File: config.mk
export PLATFORM = sky130hd
export DESIGN_NAME = pe_row_result_sel
export DESIGN_NICKNAME = d
export VERILOG_FILES = /design/src/rtl/osel_pkg.sv /design/src/rtl/osel_route.sv /design/src/rtl/osel_hold.sv /design/src/rtl/pe_row_result_sel.sv
export SDC_FILE = /design/constraint.sdc
export NUM_CORES = 1
export LEC_CHECK = 0
export ABC_CLOCK_PERIOD_IN_PS = 2500
export BUFFER_PORTS_ARGS = -buffer_cell sky130_fd_sc_hd__buf_2
export CAP_MARGIN = 5
export CORE_MARGIN = 8
export CORE_UTILIZATION = 45
export DETAILED_ROUTE_END_ITERATION = 10
export HOLD_SLACK_MARGIN = 0.12
export PLACE_DENSITY = 0.79
export SYNTH_ARGS = -nofsm -noshare
export SYNTH_HDL_FRONTEND = slang
export SYNTH_HIERARCHICAL = 1
export SYNTH_SLANG_ARGS = --single-unit
File: constraint.sdc
create_clock -name clk -period 2.5 [get_ports clk]
set_input_delay 0.25 -clock clk [delete_from_list [all_inputs] [get_ports clk]]
set_output_delay 0.25 -clock clk [all_outputs]
set_load 0.01 [all_outputs]
File: src/rtl/osel_pkg.sv
package osel_pkg;
  typedef enum logic [0:0] {
    SRC_COMB = 1'b0,
    SRC_REG  = 1'b1
  } osel_lat_e;

  function automatic osel_lat_e lat_of(input logic bit_reg);
    return bit_reg ? SRC_REG : SRC_COMB;
  endfunction
endpackage

File: src/rtl/osel_route.sv
module osel_route
  import osel_pkg::*;
#(
  parameter int W  = 32,
  parameter int N  = 4,
  localparam int IW = (N > 1) ? $clog2(N) : 1
) (
  input  logic [N*W-1:0] pe_flat,
  input  logic           pred_en,
  input  logic [IW-1:0]  fixed_sel,
  input  logic [IW-1:0]  then_sel,
  input  logic [IW-1:0]  else_sel,
  input  logic [IW-1:0]  cmp_sel,
  input  logic [N-1:0]   reg_mask,
  output logic [W-1:0]   sel_data,
  output osel_lat_e      sel_lat
);
  logic [W-1:0] pe_arr [N];
  logic [N-1:0] flag_vec;

  for (genvar g = 0; g < N; g++) begin : g_unpack
    assign pe_arr[g]   = pe_flat[g*W +: W];
    assign flag_vec[g] = pe_flat[g*W];
  end

  logic flag;
  assign flag = flag_vec[cmp_sel];

  always_comb begin
    if (pred_en) begin
      sel_data = flag ? pe_arr[then_sel] : pe_arr[else_sel];
      sel_lat  = lat_of(reg_mask[then_sel] | reg_mask[else_sel] | reg_mask[cmp_sel]);
    end else begin
      sel_data = pe_arr[fixed_sel];
      sel_lat  = lat_of(reg_mask[fixed_sel]);
    end
  end
endmodule

File: src/rtl/osel_hold.sv
module osel_hold #(
  parameter int W = 32
) (
  input  logic         clk,
  input  logic         rst_n,
  input  logic         push,
  input  logic         pop,
  input  logic [W-1:0] din,
  output logic         held,
  output logic [W-1:0] dout
);
  always_ff @(posedge clk) begin
    if (!rst_n) begin
      held <= 1'b0;
      dout <= '0;
    end else begin
      if (push) begin
        held <= 1'b1;
        dout <= din;
      end else if (pop) begin
        held <= 1'b0;
      end
    end
  end

  assert_push_holds_R5: assert property (@(posedge clk) disable iff (!rst_n)
    push |=> (held && dout == $past(din)));

  assert_idle_after_reset_R1: assert property (@(posedge clk)
    $fell(rst_n) |=> !held);
endmodule

File: src/rtl/pe_row_result_sel.sv
module pe_row_result_sel
  import osel_pkg::*;
#(
  parameter int W  = 32,
  parameter int N  = 4,
  localparam int IW = (N > 1) ? $clog2(N) : 1
) (
  input  logic           clk,
  input  logic           rst_n,
  input  logic           in_valid,
  output logic           in_ready,
  input  logic [N*W-1:0] pe_results,
  input  logic           cfg_pred_en,
  input  logic [IW-1:0]  cfg_fixed_sel,
  input  logic [IW-1:0]  cfg_then_sel,
  input  logic [IW-1:0]  cfg_else_sel,
  input  logic [IW-1:0]  cfg_cmp_sel,
  input  logic [N-1:0]   cfg_reg_mask,
  output logic           out_valid,
  input  logic           out_ready,
  output logic [W-1:0]   out_data
);
  logic [W-1:0] sel_data;
  osel_lat_e    sel_lat;
  logic         held;
  logic [W-1:0] held_data;
  logic         push, pop, slow;

  osel_route #(.W(W), .N(N)) u_route (
    .pe_flat  (pe_results),
    .pred_en  (cfg_pred_en),
    .fixed_sel(cfg_fixed_sel),
    .then_sel (cfg_then_sel),
    .else_sel (cfg_else_sel),
    .cmp_sel  (cfg_cmp_sel),
    .reg_mask (cfg_reg_mask),
    .sel_data (sel_data),
    .sel_lat  (sel_lat)
  );

  assign slow     = (sel_lat == SRC_REG);
  assign in_ready = slow ? (!held || out_ready) : (!held && out_ready);
  assign pop      = held && out_ready;
  assign push     = in_valid && in_ready && slow;

  osel_hold #(.W(W)) u_hold (
    .clk  (clk),
    .rst_n(rst_n),
    .push (push),
    .pop  (pop),
    .din  (sel_data),
    .held (held),
    .dout (held_data)
  );

  assign out_valid = held || (in_valid && !slow);
  assign out_data  = held ? held_data : sel_data;

  assert_fast_same_cycle_R4: assert property (@(posedge clk) disable iff (!rst_n)
    (in_valid && in_ready && !slow) |-> (out_valid && out_ready && out_data == sel_data));

  assert_stall_stable_R7: assert property (@(posedge clk) disable iff (!rst_n)
    (out_valid && !out_ready) |=> (out_valid && $stable(out_data)));

  assert_no_issue_on_stall_R8: assert property (@(posedge clk) disable iff (!rst_n)
    (held && !out_ready) |-> !in_ready);

  assert_held_first_R10: assert property (@(posedge clk) disable iff (!rst_n)
    held |-> (out_data == held_data));
endmodule

==> impl_metrics.csv, run 1 <==
group,metric,value,unit
global_routing,grt_max_degree,51,
worst_setup_path,reg2reg_from,"u_hold/held",
synth,yosys_warnings,6,
layout,register_area,662,µm²
floorplanning,fp.dieArea,14700,µm²
outcome,status,"finished clean",
floorplanning,num_io_pins,179,
worst_setup_path,worstPathCellList,"buf_2, buf_4, mux4_2, mux2i_1, a21oi_1, mux2_4, buf_2",
worst_hold_path,hold_path.class,"in -> reg",
worst_setup_path,crit_top_cell,"buf_2",
global_routing,gr-usage-all-layers,19.1,%
clocking,cts.sinks,33,
worst_setup_path,endpoint_kind,"primary output",
synth,synth.area.top_cells,"mux4_2 (45%), dfxtp_1 (13%), mux2i_1 (13%)",
layout,final_area,5900,µm²
synth,synth_top_family_by_area,"multiplexers",
run,cap_viol_max_count,0,
power,p_leak,2.50,nW
sta,period_minus_slack,2.29,ns
synth,syn-cell-area,4980,µm²
floorplanning,core-area,10800,µm²
clocking,cts_buffer_depth,2,
clocking,cts-htree-levels,2,
clocking,cts_resized,0,
layout,fill_cells,948,
power,power.density,384,nW/µm²
clocking,clk-insertion-delay-late,0.28,ns
floorplanning,die-width,121,µm
synth,yosysSeqAreaShare,13.3,%
layout,nets,685,
drt,routedWlPerCell,21.1,µm
worst_setup_path,critical-path-slowest-cell,"mux4_2",
synth,synth_edf_count,0,
layout,drive_gt1_share,61.4,%
sta,max_freq,437,MHz
sta,slew_violations,0,
synth,yosysMostFrequentCell,"mux4_2",
clocking,postCtsHoldBufs,0,
drt,num_vias,4072,
sta,finalSetupViolCount,0,
global_routing,grt_pass1_wl,22600,µm
synth,ys_types,23,
synth,synth_ff_type,"dfxtp_1",
synth,yosys.area.top_type,"mux4_2",
placed_design,dp.cells,673,
clocking,cts_tree,"done",
synth,synth_top_area_share,45.2,%
floorplanning,die_h,121,µm
drt,drtIter0Drc,225,
sta,worstMarginPinSlew,0.747,ns
worst_setup_path,r2r_cells,4,
worst_setup_path,arrival,2.04,ns
synth,syn-instance-count,386,
sta,post-route-period-util,91.5,%
drt,dr.pass1.iters,4,
synth,yosys-top-cells-count,"mux4_2 (100), mux2i_1 (64), a21oi_1 (34), nor2_1 (34)",
clocking,clkTransAtPathRegs,0.07,ns
worst_setup_path,r2r-end,"u_hold/dout[17]",
worst_setup_path,crit_type,"in -> out",
placed_design,dpl_cell_area,5820,µm²
layout,multi_input_area,3930,µm²
placed_design,numPortBuffers,178,
clocking,post_cts_buffers,0,
synth,ys_ff_latch,33,
drt,drc_errors,0,
synth,synth_fa_ha_area_share,0,%
drt,routed_wl,14400,µm
global_routing,antenna_found_initial,1,
power,peakVddDrop,221,µV
synth,avgSynthCellArea,12.9,µm²
synth,synthXorXnorAreaFrac,0,%
sta,setup-tns-final,0,ns
placed_design,place.gp.congestion,0.801,
drt,ant_nets,0,
clocking,clockRootBuffer,"clkbuf_8",
worst_setup_path,slowest_delay,0.55,ns
floorplanning,num_rows,38,
sta,hold_viol,0,
sta,rsz0062_at_grt,"no",
floorplanning,initial_utilization,45.9,%
sta,whs,0.451,ns
synth,synth_compound_area_share,3.82,%
worst_setup_path,start_kind,"input pin",
worst_setup_path,worstPathRequired,2.25,ns
synth,async_flop_share,0,%
sta,max_slew_margin,50.1,%
sta,finClkSkew,0.00555,ns
layout,final_cells,682,
global_routing,first_global_vias,4525,
synth,synth-simple-area-share,7.08,%
global_routing,overflow,0,
clocking,cts_buffers,5,
worst_hold_path,min_from,"out_ready",
layout,area_growth_syn_to_layout,18.4,%
worst_setup_path,cp.buffers_inverters,3,
worst_setup_path,reg2reg_setup_slack,0.88,ns
worst_setup_path,critPathTopFamily,"multiplexers",
worst_hold_path,hold_path_depth,4,
synth,synth_fp_nets,531,
drt,viasPerCell,5.97,
synth,synthMuxAreaShare,67.8,%
placed_design,hpwl,11000,µm
worst_setup_path,crit_fanout,20,
worst_hold_path,whs_endpoint,"u_hold/held",
==> report_power, final <==
group          switching, mW  total [mW]  internal [mW]
clock network          0.187       0.384          0.198
logic                  0.569        1.27          0.703
registers             0.0285       0.607          0.579
total                  0.784        2.26           1.48
==> layer usage <==
metal / wire length, µm / up-vias / GRT usage, %
li1: - / 1867 / -
met1: 5960 / 2010 / 23.4
met2: 7300 / 177 / 33.5
met3: 905 / 18 / 3.63
met4: 238 / 0 / 5.40
met5: 0 / - / 0
==> layout by cell type (no fill, tap or decap) <==
cell type / count
a21o_1: 1
a21oi_1: 33
a21oi_4: 1
and2_1: 1
buf_12: 3
buf_2: 178
buf_4: 12
clkbuf_1: 3
clkbuf_8: 5
dfxtp_1: 32
dfxtp_2: 1
diode_2: 1
inv_1: 2
mux2_2: 6
mux2_4: 26
mux2i_1: 64
mux4_1: 1
mux4_2: 100
nand2_1: 2
nor2_1: 34
nor2b_1: 33
nor3_1: 1
o21a_1: 1
o21ai_0: 1
==> sequential cells by signal, summed over array words and instances, names as in the netlist <==
name / count
u_hold/dout: 32
u_hold/held: 1
==> how the worst max path moves through the flow <==
stage	startpoint	end	cells after the start	slack (ns)
after global routing	cfg_fixed_sel[0]	out_data[25]	7	0.1
after detailed placement	cfg_cmp_sel[0]	u_hold/dout[11]	9	0.16
final	cfg_then_sel[0]	out_data[10]	7	0.21
after floorplan	cfg_then_sel[0]	u_hold/dout[10]	11	0.44
after CTS	cfg_then_sel[0]	out_data[0]	7	0.18
after global placement	cfg_cmp_sel[0]	u_hold/dout[20]	9	0.20
==> area by class of cell <==
type,instances,area share [%]
clock buffer,8,1.36
inverter,2,0.127
tap,140,2.97
antenna,1,0.0424
sequential,33,11.2
timing repair buffer,193,17.6
multi-input combinational,305,66.6
==> tightest hold or removal path, stage by stage <==
cell	delay [ns]
buf_2	0.12
and2_1	0.13
nor2b_1	0.04
o21a_1	0.15
==> cells by family (layout without fill, tap and decap cells) <==
logic type	after synthesis	after routing
AND/OR/NAND/NOR	71	71
other	0	1
buffers and inverters	48	203
flip-flops	33	33
multiplexers	197	197
AO/OA/AOI/OAI	37	37
==> through the flow <==
stage / utilization (%) / power, mW / setup slack (ns)
final: 54.4 / 2.26 / 0.212
after global placement: 53.7 / 1.85 / 0.204
after detailed placement: 53.7 / 1.89 / 0.163
after floorplan: - / 1.55 / 0.439
after CTS: 54.4 / 2.29 / 0.185
after global routing: 54.4 / 2.40 / 0.0952
Note: power is estimated with default switching activity, not from simulation.
==> inputs of run 2 (changes only) <==
- GPL_TIMING_DRIVEN: default -> 0
- REMOVE_ABC_BUFFERS: default -> 1
==> run 2 against run 1 <==
Die area is the same. Core utilization shrank 0.20 points. Largest power group unchanged. Critical endpoint is now out_data[26]. Global-route usage shrank 1.1 points. Highest routed layer unchanged.
==> impl_metrics.csv, run 2 (same netlist as run 1, synthesis figures left out) <==
group,metric,value,unit
global_routing,met2_usage,33.5,%
layout,drive_gt1_share,60.9,%
worst_setup_path,crit_fanout,16,
layout,nets,675,
sta,worstMarginPinSlew,0.709,ns
layout,reg.largest.list,"u_hold/dout: 32 flops, u_hold/held: 1 flops",
sta,hold_viol,0,
drt,ant_nets,0,
power,fin_total_pwr,2.28,mW
global_routing,globalRouteMet3Util,3.68,%
outcome,status,"finished clean",
clocking,cts_buffer_depth,2,
sta,slew_violations,0,
global_routing,use_met1,20.6,%
clocking,clkTransAtPathRegs,0.07,ns
worst_setup_path,endpoint_kind,"primary output",
global_routing,first_global_vias,4320,
drt,routedWlPerCell,21.4,µm
layout,largest_reg_flops,32,
sta,finClkSkew,0.00518,ns
layout,area_growth_syn_to_layout,18.0,%
worst_setup_path,start_kind,"input pin",
worst_setup_path,crit_type,"in -> out",
clocking,cts-htree-levels,2,
placed_design,numPortBuffers,178,
power,p_leak,2.47,nW
global_routing,grt_max_degree,67,
run,cap_viol_max_count,0,
sta,max_freq,414,MHz
placed_design,dp.cells,660,
layout,final_cells,670,
sta,rsz0062_at_grt,"no",
global_routing,top_usage_layer,"met2",
layout,regMostFlops,"u_hold/dout",
floorplanning,initial_utilization,45.9,%
layout,antenna_cells,0,
floorplanning,num_io_pins,179,
power,peakVddDrop,197,µV
clocking,clk-insertion-delay-late,0.28,ns
power,power.density,389,nW/µm²
clocking,cts_tree,"done",
floorplanning,fp.dieArea,14700,µm²
layout,most-common-layout-cells,"buf_2 (171), mux4_2 (100), mux2i_1 (64), nor2_1 (34)",
global_routing,gr-usage-all-layers,18.0,%
clocking,cts.sinks,33,
floorplanning,core-area,10800,µm²
sta,max_slew_margin,52.7,%
floorplanning,die_h,121,µm
sta,period_minus_slack,2.42,ns
drt,dr.pass1.iters,5,
clocking,clockRootBuffer,"clkbuf_8",
placed_design,hpwl,10100,µm
layout,layout_commonest_cell,"buf_2",
worst_setup_path,arrival,2.17,ns
sta,post-route-period-util,96.7,%
worst_hold_path,hold_path.class,"in -> reg",
floorplanning,num_rows,38,
global_routing,antenna_found_initial,0,
drt,num_vias,4058,
drt,drtIter0Drc,224,
drt,routed_wl,14400,µm
global_routing,grt_pass1_wl,21400,µm
worst_setup_path,worstPathRequired,2.25,ns
placed_design,place.gp.congestion,0.745,
sta,finalSetupViolCount,0,
drt,viasPerCell,6.06,
global_routing,overflow,0,
clocking,cts_buffers,5,
floorplanning,die-width,121,µm
drt,drc_errors,0,
sta,whs,0.435,ns
==> run 2: critical path: stages <==
cell	delay, ns
buf_2	0.17
mux4_4	0.90
mux2i_1	0.27
a21oi_1	0.11
mux2_4	0.31
buf_2	0.14
==> run 2: final timing paths <==
path | from | end | slack, ns | cells after the start
worst min-delay path | out_ready | u_hold/held | 0.43 | 4
worst max register to register | u_hold/held | u_hold/dout[29] | 0.88 | 5
worst max-delay path | cfg_cmp_sel[0] | out_data[26] | 0.08 | 6
worst min register to register | u_hold/dout[28] | u_hold/dout[28] | 0.52 | 2
==> run 2: per-layer routing <==
metal  wire (µm)  up-vias
met5           0        -
met4          61        0
met3         983        4
met2        7750      167
met1        5560     2036
li1            -     1851
==> run 2: final cells by class <==
class,count,area [µm²]
multi-input cells,306,3960
inverters,2,7.51
flip-flops and latches,33,662
well taps,140,175
clock buffers,7,86.3
fillers,925,4960
repair buffers,182,991
==> run 2: per-stage QoR <==
step | worst slack, ns | cell area [µm²] | setup TNS [ns] | util [%]
4_1_cts | 0.0171 | 5840 | 0 | 53.9
5_1_grt | 0.0150 | 5880 | 0 | 54.2
2_1_floorplan | -1.32 | 4590 | -43.44 | -
3_5_place_dp | -0.972 | 5710 | -38.57 | 52.7
6_report | 0.0836 | 5880 | 0 | 54.2
3_3_place_gp | -3.20 | 5650 | -113.81 | 52.2
==> run 2: what timing repair did <==
action,4_1_cts,5_1_grt
gates cloned,0,1
endpoints found under the setup margin,67,55
resized for setup,5,5
setup buffers,2,0
hold endpoints to repair,0,0
hold buffers,0,0
==> run 2: power breakdown <==
part           leakage (nW)  total (mW)  switching, mW  internal [mW]
Combinational          2.15        1.25          0.553          0.701
Clock                0.0443       0.413          0.194          0.219
Sequential            0.272       0.617         0.0379          0.579
==> inputs of run 3 (changes only) <==
--- a/config.mk
+++ b/config.mk
@@ -12,7 +12,8 @@
 export CORE_UTILIZATION = 45
 export DETAILED_ROUTE_END_ITERATION = 10
+export GPL_ROUTABILITY_DRIVEN = 0
 export GPL_TIMING_DRIVEN = 0
 export HOLD_SLACK_MARGIN = 0.12
-export PLACE_DENSITY = 0.79
+export PLACE_DENSITY = 0.7
 export REMOVE_ABC_BUFFERS = 1
 export SYNTH_ARGS = -nofsm -noshare
==> constraint.sdc (replaced) <==
create_clock -name clk -period 2.5 [get_ports clk]
set_input_delay 0.5 -clock clk [delete_from_list [all_inputs] [get_ports clk]]
set_output_delay 0.5 -clock clk [all_outputs]
set_load 0.01 [all_outputs]
==> run 3 against run 2 <==
The run now ends with setup timing left. First-iteration DRC count rose by 3.1%. Combinational power up 33%. Worst hold slack improved by 0.079 ns. Sequential share of layout area decreased by 1.6 points. Cell count up 9.7%. Critical path depth rose by 1. Clock skew rose by 0.0022 ns. Wire length up 13%. Worst setup slack got worse by 0.29 ns. Die area unchanged. Largest power group unchanged.
==> impl_metrics.csv, run 3 (same netlist as run 1, synthesis figures left out) <==
group,metric,value,unit
layout,utilization,63.0,%
sta,worstMarginPinSlew,0.706,ns
worst_setup_path,r2r-end,"u_hold/dout[10]",
sta,period_minus_slack,2.71,ns
clocking,postCtsHoldBufs,0,
clocking,cts_buffer_depth,2,
sta,max_freq,369,MHz
drt,dr.pass1.iters,4,
worst_setup_path,r2r_cells,5,
power,power.density,391,nW/µm²
worst_setup_path,crit_type,"in -> out",
global_routing,globalRouteMet3Util,4.28,%
global_routing,overflow,0,
worst_hold_path,min_from,"u_hold/dout[29]",
global_routing,grt_pass1_wl,24600,µm
placed_design,hpwl,9750,µm
global_routing,met2_usage,38.7,%
global_routing,gr-usage-all-layers,21.3,%
drt,drtIter0Drc,231,
clocking,cts.sinks,33,
worst_setup_path,reg2reg_from,"u_hold/held",
worst_setup_path,slowest_delay,0.68,ns
sta,finalSetupViolCount,36,
worst_hold_path,hold_path_depth,2,
layout,regMostFlops,"u_hold/dout",
worst_setup_path,worstPathRequired,2.00,ns
worst_hold_path,hold_path.class,"reg -> reg",
drt,routedWlPerCell,22.2,µm
sta,finClkSkew,0.00743,ns
floorplanning,num_io_pins,179,
run,cap_viol_max_count,0,
power,p_leak,2.92,nW
worst_setup_path,endpoint_kind,"primary output",
worst_setup_path,crit_fanout,8,
floorplanning,die_h,121,µm
floorplanning,initial_utilization,45.9,%
clocking,cts_buffers,5,
layout,largest_reg_flops,32,
drt,num_vias,4369,
drt,ant_nets,0,
global_routing,top_usage_layer,"met2",
worst_hold_path,whs_endpoint,"u_hold/dout[29]",
layout,most-common-layout-cells,"buf_2 (145), mux4_2 (100), mux2i_1 (58), buf_4 (46), buf_6 (38)",
sta,slew_violations,0,
floorplanning,core-area,10800,µm²
drt,routed_wl,16300,µm
global_routing,first_global_vias,4800,
clocking,cts_tree,"done",
global_routing,use_met1,24.9,%
drt,drc_errors,0,
worst_setup_path,critical-path-slowest-cell,"mux4_4",
sta,hold_viol,0,
worst_setup_path,cp.buffers_inverters,3,
global_routing,grt_max_degree,67,
power,fin_total_pwr,2.67,mW
outcome,violations,"setup timing",
sta,setup_slack,-0.210,ns
clocking,cts-htree-levels,2,
sta,max_slew_margin,53.0,%
placed_design,numPortBuffers,178,
worst_setup_path,critPathTopFamily,"multiplexers",
worst_setup_path,worstPathCellList,"buf_8, mux4_4, buf_16, mux2i_1, a21oi_1, mux2_4, buf_6",
worst_setup_path,start_kind,"input pin",
outcome,status,"finished, violations left",
layout,area_growth_syn_to_layout,37.1,%
layout,reg.largest.list,"u_hold/dout: 32 flops, u_hold/held: 1 flops",
floorplanning,num_rows,38,
power,peakVddDrop,271,µV
clocking,clkTransAtPathRegs,0.06,ns
clocking,clk-insertion-delay-late,0.28,ns
sta,post-route-period-util,108,%
global_routing,antenna_found_initial,0,
drt,viasPerCell,5.94,
layout,drive_gt1_share,66.9,%
clocking,clockRootBuffer,"clkbuf_8",
layout,antenna_cells,0,
floorplanning,fp.dieArea,14700,µm²
worst_setup_path,reg2reg_setup_slack,0.82,ns
layout,nets,739,
layout,layout_commonest_cell,"buf_2",
worst_setup_path,arrival,2.21,ns
sta,rsz0062_at_grt,"yes",
floorplanning,die-width,121,µm
-- run 3: changes by cell type in the layout (fill, tap and decap cells not counted), moves of 6 or more --
cell,change
a21oi_2,+6
mux2i_1,-6
a21oi_1,-6
buf_2,-26
buf_4,+43
buf_6,+36
-- run 3: worst max-delay path by stage --
| stage | from | endpoint | slack, ns | cells past startpoint |
|---|---|---|---|---|
| floorplan | cfg_cmp_sel[0] | u_hold/dout[0] | -1.46 | 7 |
| detailed placement | cfg_fixed_sel[0] | u_hold/dout[12] | -1.16 | 9 |
| CTS | cfg_cmp_sel[0] | out_data[24] | -0.18 | 7 |
| finish | pe_results[96] | out_data[15] | -0.21 | 7 |
| global route | cfg_cmp_sel[0] | out_data[21] | -0.25 | 7 |
| global placement | cfg_fixed_sel[0] | u_hold/dout[8] | -3.40 | 8 |
-- run 3: repair_timing --
action	CTS	global route
pin swaps	17	8
setup endpoints to repair	67	41
cloned	3	1
setup buffers	72	2
resized for setup	77	24
-- run 3: where the power goes --
group	internal [mW]	switching [mW]	leakage, nW
clock	0.198	0.197	0.0395
combinational	1.00	0.652	2.61
sequential	0.579	0.0412	0.272
-- run 3: layout make-up --
type	count	area, µm²
well taps	140	175
clock buffers	8	80.1
multi-input cells	306	4040
flip-flops and latches	33	662
fillers	835	4010
repair buffers	246	1870
inverters	2	7.51
-- run 3: per-stage QoR --
stage | hold slack [ns] | setup slack, ns | cell area (µm²) | setup TNS (ns) | cells
2_1_floorplan | 0.477 | -1.46 | 4590 | -47.92 | 340
3_5_place_dp | 0.503 | -1.16 | 5710 | -61.42 | 660
5_1_grt | 0.541 | -0.246 | 6830 | -6.98 | 735
4_1_cts | 0.521 | -0.184 | 6710 | -4.88 | 736
3_3_place_gp | 0.490 | -3.40 | 5650 | -137.71 | 658
6_report | 0.514 | -0.210 | 6830 | -5.60 | 735
-- run 3: worst reg2reg max path, delay by kind of cell (launching register included) --
| family | cells | cell delay [ns] |
|---|---|---|
| AND/OR/NAND/NOR | 1 | 0.07 |
| flip-flops | 1 | 0.74 |
| multiplexers | 1 | 0.19 |
| AO/OA/AOI/OAI | 1 | 0.11 |
| buffers and inverters | 2 | 0.46 |
-- run 3: layer usage --
layer	up-vias	share of wire, %
met3	17	8.2
met2	203	52
met1	2166	38
li1	1983	-
met4	0	1.8
met5	-	0
